### src/rtl/opnd_remap_pkg.sv
// Package: shared constants and helpers for the operand remap table.
// Assumes 3-bit element width codes; codes above EW_MAX_CODE are reserved.
package opnd_remap_pkg;

    localparam int EW_W = 3;

    typedef enum logic [EW_W-1:0] {
        EW_DEF = 3'd0,
        EW_8   = 3'd1,
        EW_16  = 3'd2,
        EW_32  = 3'd3,
        EW_64  = 3'd4
    } ew_e;

    localparam logic [EW_W-1:0] EW_MAX_CODE = EW_64;

    // True when a width code names a defined element width.
    function automatic logic ew_legal(input logic [EW_W-1:0] code);
        return code <= EW_MAX_CODE;
    endfunction

endpackage

### src/rtl/remap_entry_store.sv
// Module: remap_entry_store
// Holds ENTRIES key-value entries, each with a valid bit, file tag, key
// and an opaque payload. A write fills one slot. A delete clears the named
// slot and every slot above it. Assumes ENTRIES is a power of two that
// matches the index width.
module remap_entry_store #(
    parameter int ENTRIES = 8,
    parameter int KEY_W   = 5,
    parameter int PAY_W   = 8,
    localparam int IDX_W  = $clog2(ENTRIES)
) (
    input  logic                      clk,
    input  logic                      rst_n,
    input  logic                      wr_en,
    input  logic                      wr_del,
    input  logic [IDX_W-1:0]          wr_idx,
    input  logic                      wr_file,
    input  logic [KEY_W-1:0]          wr_key,
    input  logic [PAY_W-1:0]          wr_pay,
    output logic [ENTRIES-1:0]        ent_valid,
    output logic [ENTRIES-1:0]        ent_file,
    output logic [ENTRIES*KEY_W-1:0]  ent_key,
    output logic [ENTRIES*PAY_W-1:0]  ent_pay
);

    logic [ENTRIES-1:0] valid_q;

    for (genvar g = 0; g < ENTRIES; g++) begin : g_slot
        // Valid bit of one slot: set on write, cleared on delete at or below it.
        always_ff @(posedge clk) begin
            if (!rst_n) begin
                valid_q[g] <= 1'b0;
            end else if (wr_en) begin
                if (wr_del && (g >= int'(wr_idx))) begin
                    valid_q[g] <= 1'b0;
                end else if (!wr_del && (g == int'(wr_idx))) begin
                    valid_q[g] <= 1'b1;
                end
            end
        end

        // Fields of one slot: loaded on a plain write to this index.
        always_ff @(posedge clk) begin
            if (!rst_n) begin
                ent_file[g]                 <= 1'b0;
                ent_key[g*KEY_W +: KEY_W]   <= '0;
                ent_pay[g*PAY_W +: PAY_W]   <= '0;
            end else if (wr_en && !wr_del && (g == int'(wr_idx))) begin
                ent_file[g]                 <= wr_file;
                ent_key[g*KEY_W +: KEY_W]   <= wr_key;
                ent_pay[g*PAY_W +: PAY_W]   <= wr_pay;
            end
        end
    end

    assign ent_valid = valid_q;

    // reset empties the store.
    a_r1_reset_empty: assert property (@(posedge clk)
        !rst_n |=> (valid_q == '0));

    // a plain write makes its slot valid.
    a_r2_write_sets_valid: assert property (@(posedge clk) disable iff (!rst_n)
        (wr_en && !wr_del) |=> valid_q[$past(wr_idx)]);

    // a delete clears the named slot and everything above it.
    a_r6_delete_upper: assert property (@(posedge clk) disable iff (!rst_n)
        (wr_en && wr_del) |=> ((valid_q >> $past(wr_idx)) == '0));

    // a delete leaves lower slots untouched.
    a_r6_delete_keeps_lower: assert property (@(posedge clk) disable iff (!rst_n)
        (wr_en && wr_del) |=>
        (((valid_q ^ $past(valid_q)) & ~({ENTRIES{1'b1}} << $past(wr_idx))) == '0));

endmodule

### src/rtl/remap_search.sv
// Module: remap_search
// Parallel key compare over all entries of one table for one query.
// The lowest-indexed usable entry with a matching file tag and key wins.
// Purely combinational. Assumes the caller has already folded validity and
// any payload legality into ent_use.
module remap_search #(
    parameter int ENTRIES = 8,
    parameter int KEY_W   = 5,
    parameter int PAY_W   = 8
) (
    input  logic [ENTRIES-1:0]        ent_use,
    input  logic [ENTRIES-1:0]        ent_file,
    input  logic [ENTRIES*KEY_W-1:0]  ent_key,
    input  logic [ENTRIES*PAY_W-1:0]  ent_pay,
    input  logic                      q_file,
    input  logic [KEY_W-1:0]          q_key,
    output logic                      hit,
    output logic [PAY_W-1:0]          pay
);

    logic [ENTRIES-1:0] match;

    // Per-entry match vector.
    for (genvar g = 0; g < ENTRIES; g++) begin : g_cmp
        assign match[g] = ent_use[g] && (ent_file[g] == q_file)
                          && (ent_key[g*KEY_W +: KEY_W] == q_key);
    end

    // Priority select: scan downward so the lowest matching index remains.
    always_comb begin
        hit = 1'b0;
        pay = '0;
        for (int i = ENTRIES - 1; i >= 0; i--) begin
            if (match[i]) begin
                hit = 1'b1;
                pay = ent_pay[i*PAY_W +: PAY_W];
            end
        end
    end

endmodule

### src/rtl/opnd_remap_table.sv
// Module: opnd_remap_table (top)
// Register remap table and predicate table, each loaded through one shared
// write port. PORTS lookup ports search both tables in parallel. Results
// are combinational from the stored contents, so a same-cycle write is not
// visible until the next cycle. Assumes port 0 = rd, 1 = rs1, 2 = rs2.
module opnd_remap_table
    import opnd_remap_pkg::*;
#(
    parameter int ENTRIES = 8,
    parameter int RW      = 5,
    parameter int PORTS   = 3,
    localparam int IDX_W  = $clog2(ENTRIES),
    localparam int RPAY_W = RW + EW_W,
    localparam int PPAY_W = RW + 2
) (
    input  logic                  clk,
    input  logic                  rst_n,
    input  logic                  wr_en,
    input  logic                  wr_table,
    input  logic                  wr_del,
    input  logic [IDX_W-1:0]      wr_idx,
    input  logic                  wr_file,
    input  logic [RW-1:0]         wr_key,
    input  logic [RW-1:0]         wr_target,
    input  logic [EW_W-1:0]       wr_ew,
    input  logic                  wr_inv,
    input  logic                  wr_zero,
    input  logic [PORTS-1:0]      lk_file,
    input  logic [PORTS*RW-1:0]   lk_reg,
    output logic [PORTS-1:0]      map_hit,
    output logic [PORTS*RW-1:0]   map_reg,
    output logic [PORTS*EW_W-1:0] map_ew,
    output logic [PORTS-1:0]      prd_hit,
    output logic [PORTS*RW-1:0]   prd_reg,
    output logic [PORTS-1:0]      prd_inv,
    output logic [PORTS-1:0]      prd_zero,
    output logic                  all_scalar
);

    logic [ENTRIES-1:0]        r_valid, r_file, r_use;
    logic [ENTRIES*RW-1:0]     r_key;
    logic [ENTRIES*RPAY_W-1:0] r_pay;
    logic [ENTRIES-1:0]        p_valid, p_file;
    logic [ENTRIES*RW-1:0]     p_key;
    logic [ENTRIES*PPAY_W-1:0] p_pay;

    remap_entry_store #(.ENTRIES(ENTRIES), .KEY_W(RW), .PAY_W(RPAY_W)) u_reg_store (
        .clk       (clk),
        .rst_n     (rst_n),
        .wr_en     (wr_en && !wr_table),
        .wr_del    (wr_del),
        .wr_idx    (wr_idx),
        .wr_file   (wr_file),
        .wr_key    (wr_key),
        .wr_pay    ({wr_ew, wr_target}),
        .ent_valid (r_valid),
        .ent_file  (r_file),
        .ent_key   (r_key),
        .ent_pay   (r_pay)
    );

    remap_entry_store #(.ENTRIES(ENTRIES), .KEY_W(RW), .PAY_W(PPAY_W)) u_prd_store (
        .clk       (clk),
        .rst_n     (rst_n),
        .wr_en     (wr_en && wr_table),
        .wr_del    (wr_del),
        .wr_idx    (wr_idx),
        .wr_file   (wr_file),
        .wr_key    (wr_key),
        .wr_pay    ({wr_zero, wr_inv, wr_target}),
        .ent_valid (p_valid),
        .ent_file  (p_file),
        .ent_key   (p_key),
        .ent_pay   (p_pay)
    );

    // Register entries with a reserved width code are not usable.
    for (genvar e = 0; e < ENTRIES; e++) begin : g_use
        assign r_use[e] = r_valid[e] && ew_legal(r_pay[e*RPAY_W + RW +: EW_W]);
    end

    for (genvar p = 0; p < PORTS; p++) begin : g_port
        logic              rh, ph;
        logic [RPAY_W-1:0] rp;
        logic [PPAY_W-1:0] pp;

        remap_search #(.ENTRIES(ENTRIES), .KEY_W(RW), .PAY_W(RPAY_W)) u_reg_search (
            .ent_use  (r_use),
            .ent_file (r_file),
            .ent_key  (r_key),
            .ent_pay  (r_pay),
            .q_file   (lk_file[p]),
            .q_key    (lk_reg[p*RW +: RW]),
            .hit      (rh),
            .pay      (rp)
        );

        remap_search #(.ENTRIES(ENTRIES), .KEY_W(RW), .PAY_W(PPAY_W)) u_prd_search (
            .ent_use  (p_valid),
            .ent_file (p_file),
            .ent_key  (p_key),
            .ent_pay  (p_pay),
            .q_file   (lk_file[p]),
            .q_key    (lk_reg[p*RW +: RW]),
            .hit      (ph),
            .pay      (pp)
        );

        // Register result: remapped start and width on hit, passthrough on miss.
        assign map_hit[p]             = rh;
        assign map_reg[p*RW +: RW]    = rh ? rp[RW-1:0] : lk_reg[p*RW +: RW];
        assign map_ew[p*EW_W +: EW_W] = rh ? rp[RW +: EW_W] : EW_DEF;

        // Predicate result: search returns zeros on a miss.
        assign prd_hit[p]          = ph;
        assign prd_reg[p*RW +: RW] = pp[RW-1:0];
        assign prd_inv[p]          = pp[RW];
        assign prd_zero[p]         = pp[RW+1];

        // a hit never carries a reserved width code.
        a_r4_legal_width: assert property (@(posedge clk) disable iff (!rst_n)
            map_hit[p] |-> ew_legal(map_ew[p*EW_W +: EW_W]));

        // when all operands are scalar each port passes its register through.
        a_r9_scalar_passthrough: assert property (@(posedge clk) disable iff (!rst_n)
            all_scalar |-> ((map_reg[p*RW +: RW] == lk_reg[p*RW +: RW])
                            && (map_ew[p*EW_W +: EW_W] == EW_DEF)));

        // predicate fields are zero on a predicate miss.
        a_r5_pred_miss_zero: assert property (@(posedge clk) disable iff (!rst_n)
            !prd_hit[p] |-> ((prd_reg[p*RW +: RW] == '0) && !prd_inv[p] && !prd_zero[p]));
    end

    // All-scalar detect: no operand hit the register table.
    assign all_scalar = ~|map_hit;

endmodule

### config.mk
export PLATFORM = sky130hd
export DESIGN_NAME = opnd_remap_table
export DESIGN_NICKNAME = d
export VERILOG_FILES = /design/src/rtl/opnd_remap_pkg.sv /design/src/rtl/remap_entry_store.sv /design/src/rtl/remap_search.sv /design/src/rtl/opnd_remap_table.sv
export SDC_FILE = /design/constraint.sdc
export NUM_CORES = 1
export LEC_CHECK = 0
export CORE_UTILIZATION = 42
export CTS_BUF_LIST = sky130_fd_sc_hd__clkbuf_8
export DETAILED_ROUTE_END_ITERATION = 7
export PLACE_DENSITY = 0.62
export SYNTH_ARGS = -nofsm -noshare
export SYNTH_HDL_FRONTEND = slang
export SYNTH_HIERARCHICAL = 1
export SYNTH_SLANG_ARGS = --single-unit
### constraint.sdc
create_clock -name clk -period 3 [get_ports clk]
set_input_delay 0.6 -clock clk [delete_from_list [all_inputs] [get_ports clk]]
set_output_delay 0.6 -clock clk [all_outputs]
set_load 0.01 [all_outputs]
==> summary.md <==
| Metric | Value |
|---|---|
| Post-DR vias/cell | 5.90 |
| Sequential area share after synthesis | ~28% |
| Sequential share of power | 42.3% |
| WL per Instance | ~24 um |
| Synth Net Count | roughly 1900 |
| Hold_buf cts | 0 |
| Gr usage total | 32.5% |
| H-tree depth | 2 |
| DR iter-0 viols | between 1500 and 2000 |
| Failing checks | negative setup slack |
| Pre-CTS setup slack | -1.26 ns |
| R2R cell count | 4 |
| GPL Wtd Cong | between 0.9 and 1 |
| CP max stage delay | roughly 0.55 ns |
| Synth Flop Type | dfxtp_1 |
| Hold Crit Class | register to register |
| Min-Delay Startpoint | u_reg_store/ent_pay[36] |
| Clk_lat worst skew | roughly 0.63 ns |
| Initial antenna violation count | 0 |
| Core ar. | 38800 sq um |
| Number of flops mapped to enable cells by yosys | 0 |
| Status | finished with violations |
| Full die area | between 40000 and 50000 sq um |
| DRT antenna net count | 0 |
| WP data arrival | approximately 3.1 ns |
| Pin slew with the least headroom to its limit | 0.577 ns |
| RSZ-0062 raised after global routing | yes |
| CP Launch Type | register |
| Max FO, Critical Path | 4 |
| Final Hold Fails | 0 |
| CTS Buffer Depth | 3 |
| Layout area overhead | 44.4% |
| Root cell of the clock tree | clkbuf_8 |
| Final HPWL DP | between 40000 and 50000 um |
| Final WS setup | -0.656 ns |
| Chip width | around 200 um |
| Global-route wire length before repair | 101000 um |
| Setup-failing EPs final | 52 |
| Tcrit/Tclk final | 122% |
| Asr flop ratio synth | 0% |
| Max-capacitance violation count | 0 |
| Max Fclk | approximately 270 MHz |
| Relative slew slack | roughly 60% |
| P_sw | 2.13 mW |
| YS warnings | 6 |
| Fin cells | 2830 |
| Setup_tns | -23.72 ns |
| Skew final | 0 ns |
| Yosys reg bits | 232 |
| Nets | between 2000 and 2500 |
| Fin crit period | 3.66 ns |
| Filler Cell Count | around 3200 |
| Worst vdd ir | about 240 uV |
| Switching share of power | between 20 and 30% |
| Number of global-route vias before repair | 16500 |
| PwrDens | between 300 and 400 nW/um^2 |
| Grt total ovfl | 0 |
| Synth unique cells | 80 |
| Design Power | between 7 and 8 mW |
| Clock Power Share | between 40 and 50% |
| Clock tree sinks | about 230 |
| Num CTS Buffers | 44 |
| R2R Setup Slk | between 2 and 2.5 ns |
| Layout cell share with drive strength beyond 1 | 40.7% |
| Crit-path cells | o21ai_2, buf_6, and2_4, nand4_1, or4_4, o21ba_4, and3_4, a221oi_4, and2_1, buf_2 |
| I/O pins | 94 |
| Worst path slowest cell | or4_4 |
| Clk pin slew, worst setup/hold paths | about 0.060 ns |
| Reg-to-reg critical path endpoint | u_reg_store/ent_valid[5] |
| CTS tree | built |
| Comb power frac | approximately 15% |
| Synthesized area | roughly 17000 sq um |
| Worst setup EP type | output pin |
| Leakage | approximately 9.6 nW |
| DRC viols | 0 |
| Cells on Worst Hold Path | 2 |
| Cell Rows | just over 70 |
| Count of input and output buffers | slightly above 90 |
| DR vias | 16700 |
| RR Startpoint | u_reg_store/ent_valid[5] |
| Largest net degree at the start of global routing | between 70 and 80 |
| Avg Inst Size Synth | 8.73 sq um |
| Worst min-delay path endpoint | u_reg_store/ent_pay[36] |
| Max Slew Vio Count | 0 |
| Effective utilization at floorplan | a little over two fifths |
| Power Internal | about 5.3 mW |
| DR pass1 iterations | 6 |
| WS Path Type | register to output pin |
| Dpl cells | between 2000 and 3000 |
| Crit path required time | roughly 2.4 ns |
| Diode count | 0 |
| WL final | roughly 68000 um |
| Die Y | between 200 and 250 um |
| Syn Inst Count | 1899 |
critical path, delay by kind of cell, from the launching register on:
family	cells	cell delay [ns]
flip-flops	1	0.32
AO/OA/AOI/OAI	3	0.62
AND/OR/NAND/NOR	5	1.22
buffers and inverters	2	0.27
final cells by class:
cell class | instances | area (sq um) | area share (%)
Clock buffer | 55 | 757 | 3.16
Clock inverter | 24 | 121 | 0.507
Inverter | 64 | 240 | 1.00
Multi-Input combinational cell | 1450 | 12700 | 53.0
Sequential cell | 232 | 4750 | 19.8
Tap cell | 518 | 648 | 2.71
Timing Repair Buffer | 487 | 4750 | 19.8
routing by layer:
layer,track usage [%],vias to the layer above,share of wire (%),routed length (um)
li1,-,7473,-,-
met1,44.6,8199,44,29600
met2,49.4,838,44,30000
met3,6.54,176,8.4,5730
met4,14.0,0,3.9,2680
met5,0,-,0,0
timing repair:
| item | CTS | global route |
|---|---|---|
| pin swaps | 176 | 89 |
| cloned | 7 | 0 |
| endpoints found under the setup margin | 52 | 52 |
| resized for setup | 688 | 163 |
| buffers inserted | 118 | 20 |
logic make-up after synthesis:
logic type                share of synthesized area (%)
buffers and inverters                              7.58
xor gates and xnor gates                           15.5
AOI/OAI and AO/OA                                  12.7
and+or+nand+nor                                    21.6
DFF                                                28.0
muxes                                              14.6
worst max path at each step:
stage                                 start           to  slack, ns  cells after the start
floorplan                         lk_reg[5]   map_reg[5]      0.002                     10
detailed placement                lk_reg[6]    map_ew[4]      -1.26                     12
finish               u_reg_store/ent_pay[5]    map_ew[7]      -0.66                     10
global placement                  lk_reg[6]    map_ew[4]      -1.24                     12
CTS                  u_reg_store/ent_pay[6]    map_ew[7]      -0.69                     10
global route        u_reg_store/ent_pay[38]  map_reg[10]      -0.71                     12
stage by stage:
| step | hold slack, ns | cell area (sq um) | utilization (%) |
|---|---|---|---|
| 2_1_floorplan | 0.443 | 16700 | - |
| 3_3_place_gp | 0.468 | 19600 | 50.5 |
| 3_5_place_dp | 0.469 | 19600 | 50.5 |
| 4_1_cts | 0.482 | 23200 | 59.8 |
| 5_1_grt | 0.508 | 23900 | 61.6 |
| 6_report | 0.487 | 23900 | 61.6 |
cell usage after synthesis, drive strengths merged (17+ instances only):
library cell | number | share of area, %
nand4 | 39 | 1.5
a221oi | 24 | 1.4
o22ai | 37 | 1.4
xor2 | 111 | 5.9
nor3 | 39 | 1.3
a211o | 24 | 1.3
a21oi | 20 | 0.60
clkbuf | 51 | 1.2
nand2 | 274 | 6.2
dfxtp | 232 | 28
nand2b | 17 | 0.64
o21ai | 41 | 1.2
nor3b | 25 | 1.4
o2111ai | 18 | 0.95
a311oi | 20 | 1.1
a221o | 21 | 1.3
nor2 | 64 | 1.6
inv | 64 | 1.4
nor4 | 30 | 1.9
mux2i | 216 | 13
buf | 102 | 5.0
mux2 | 18 | 1.6
nand3b | 25 | 1.3
and2 | 33 | 1.3
xnor2 | 177 | 9.6
and3 | 19 | 0.85
registers in the layout, summed over array words and instances (netlist names):
register,flops
u_prd_store/ent_valid,8
u_prd_store/ent_file,8
u_reg_store/ent_key,40
u_reg_store/ent_file,8
u_prd_store/ent_key,40
u_reg_store/ent_pay,64
u_prd_store/ent_pay,56
u_reg_store/ent_valid,8
cells in the final DEF (no fill, tap or decap), types with 12 or more instances in the layout:
cell               n
buf_4            271
nand2_1          268
mux2i_1          216
dfxtp_1          181
xnor2_1          134
buf_6             86
xor2_1            84
inv_1             77
clkbuf_8          56
buf_12            47
nor2_1            42
xnor2_2           39
nand4_1           39
buf_2             38
dfxtp_2           36
o22ai_1           30
xor2_2            25
a211o_1           24
nand3b_1          22
clkdlybuf4s50_1   22
a221o_1           21
and2_4            20
nor4_4            19
o21ai_0           17
nor3_1            17
mux2_4            15
or3_4             15
nor3b_2           15
dfxtp_4           15
nor2_4            14
nand2b_1          14
a21oi_1           14
or4_4             13
o2111ai_2         13
o21ai_2           12
nor3_2            12
a221oi_2          12
buf_8             12
power groups by stage:
stage | clock network [mW] | registers (mW) | logic (mW)
floorplan | 0 | 3.20 | 0.513
global placement | 0 | 3.21 | 0.874
detailed placement | 0 | 3.21 | 0.886
CTS | 3.23 | 3.14 | 1.05
global route | 3.37 | 3.14 | 1.14
finish | 3.17 | 3.13 | 1.10
Note: power is estimated with default switching activity, not from simulation.
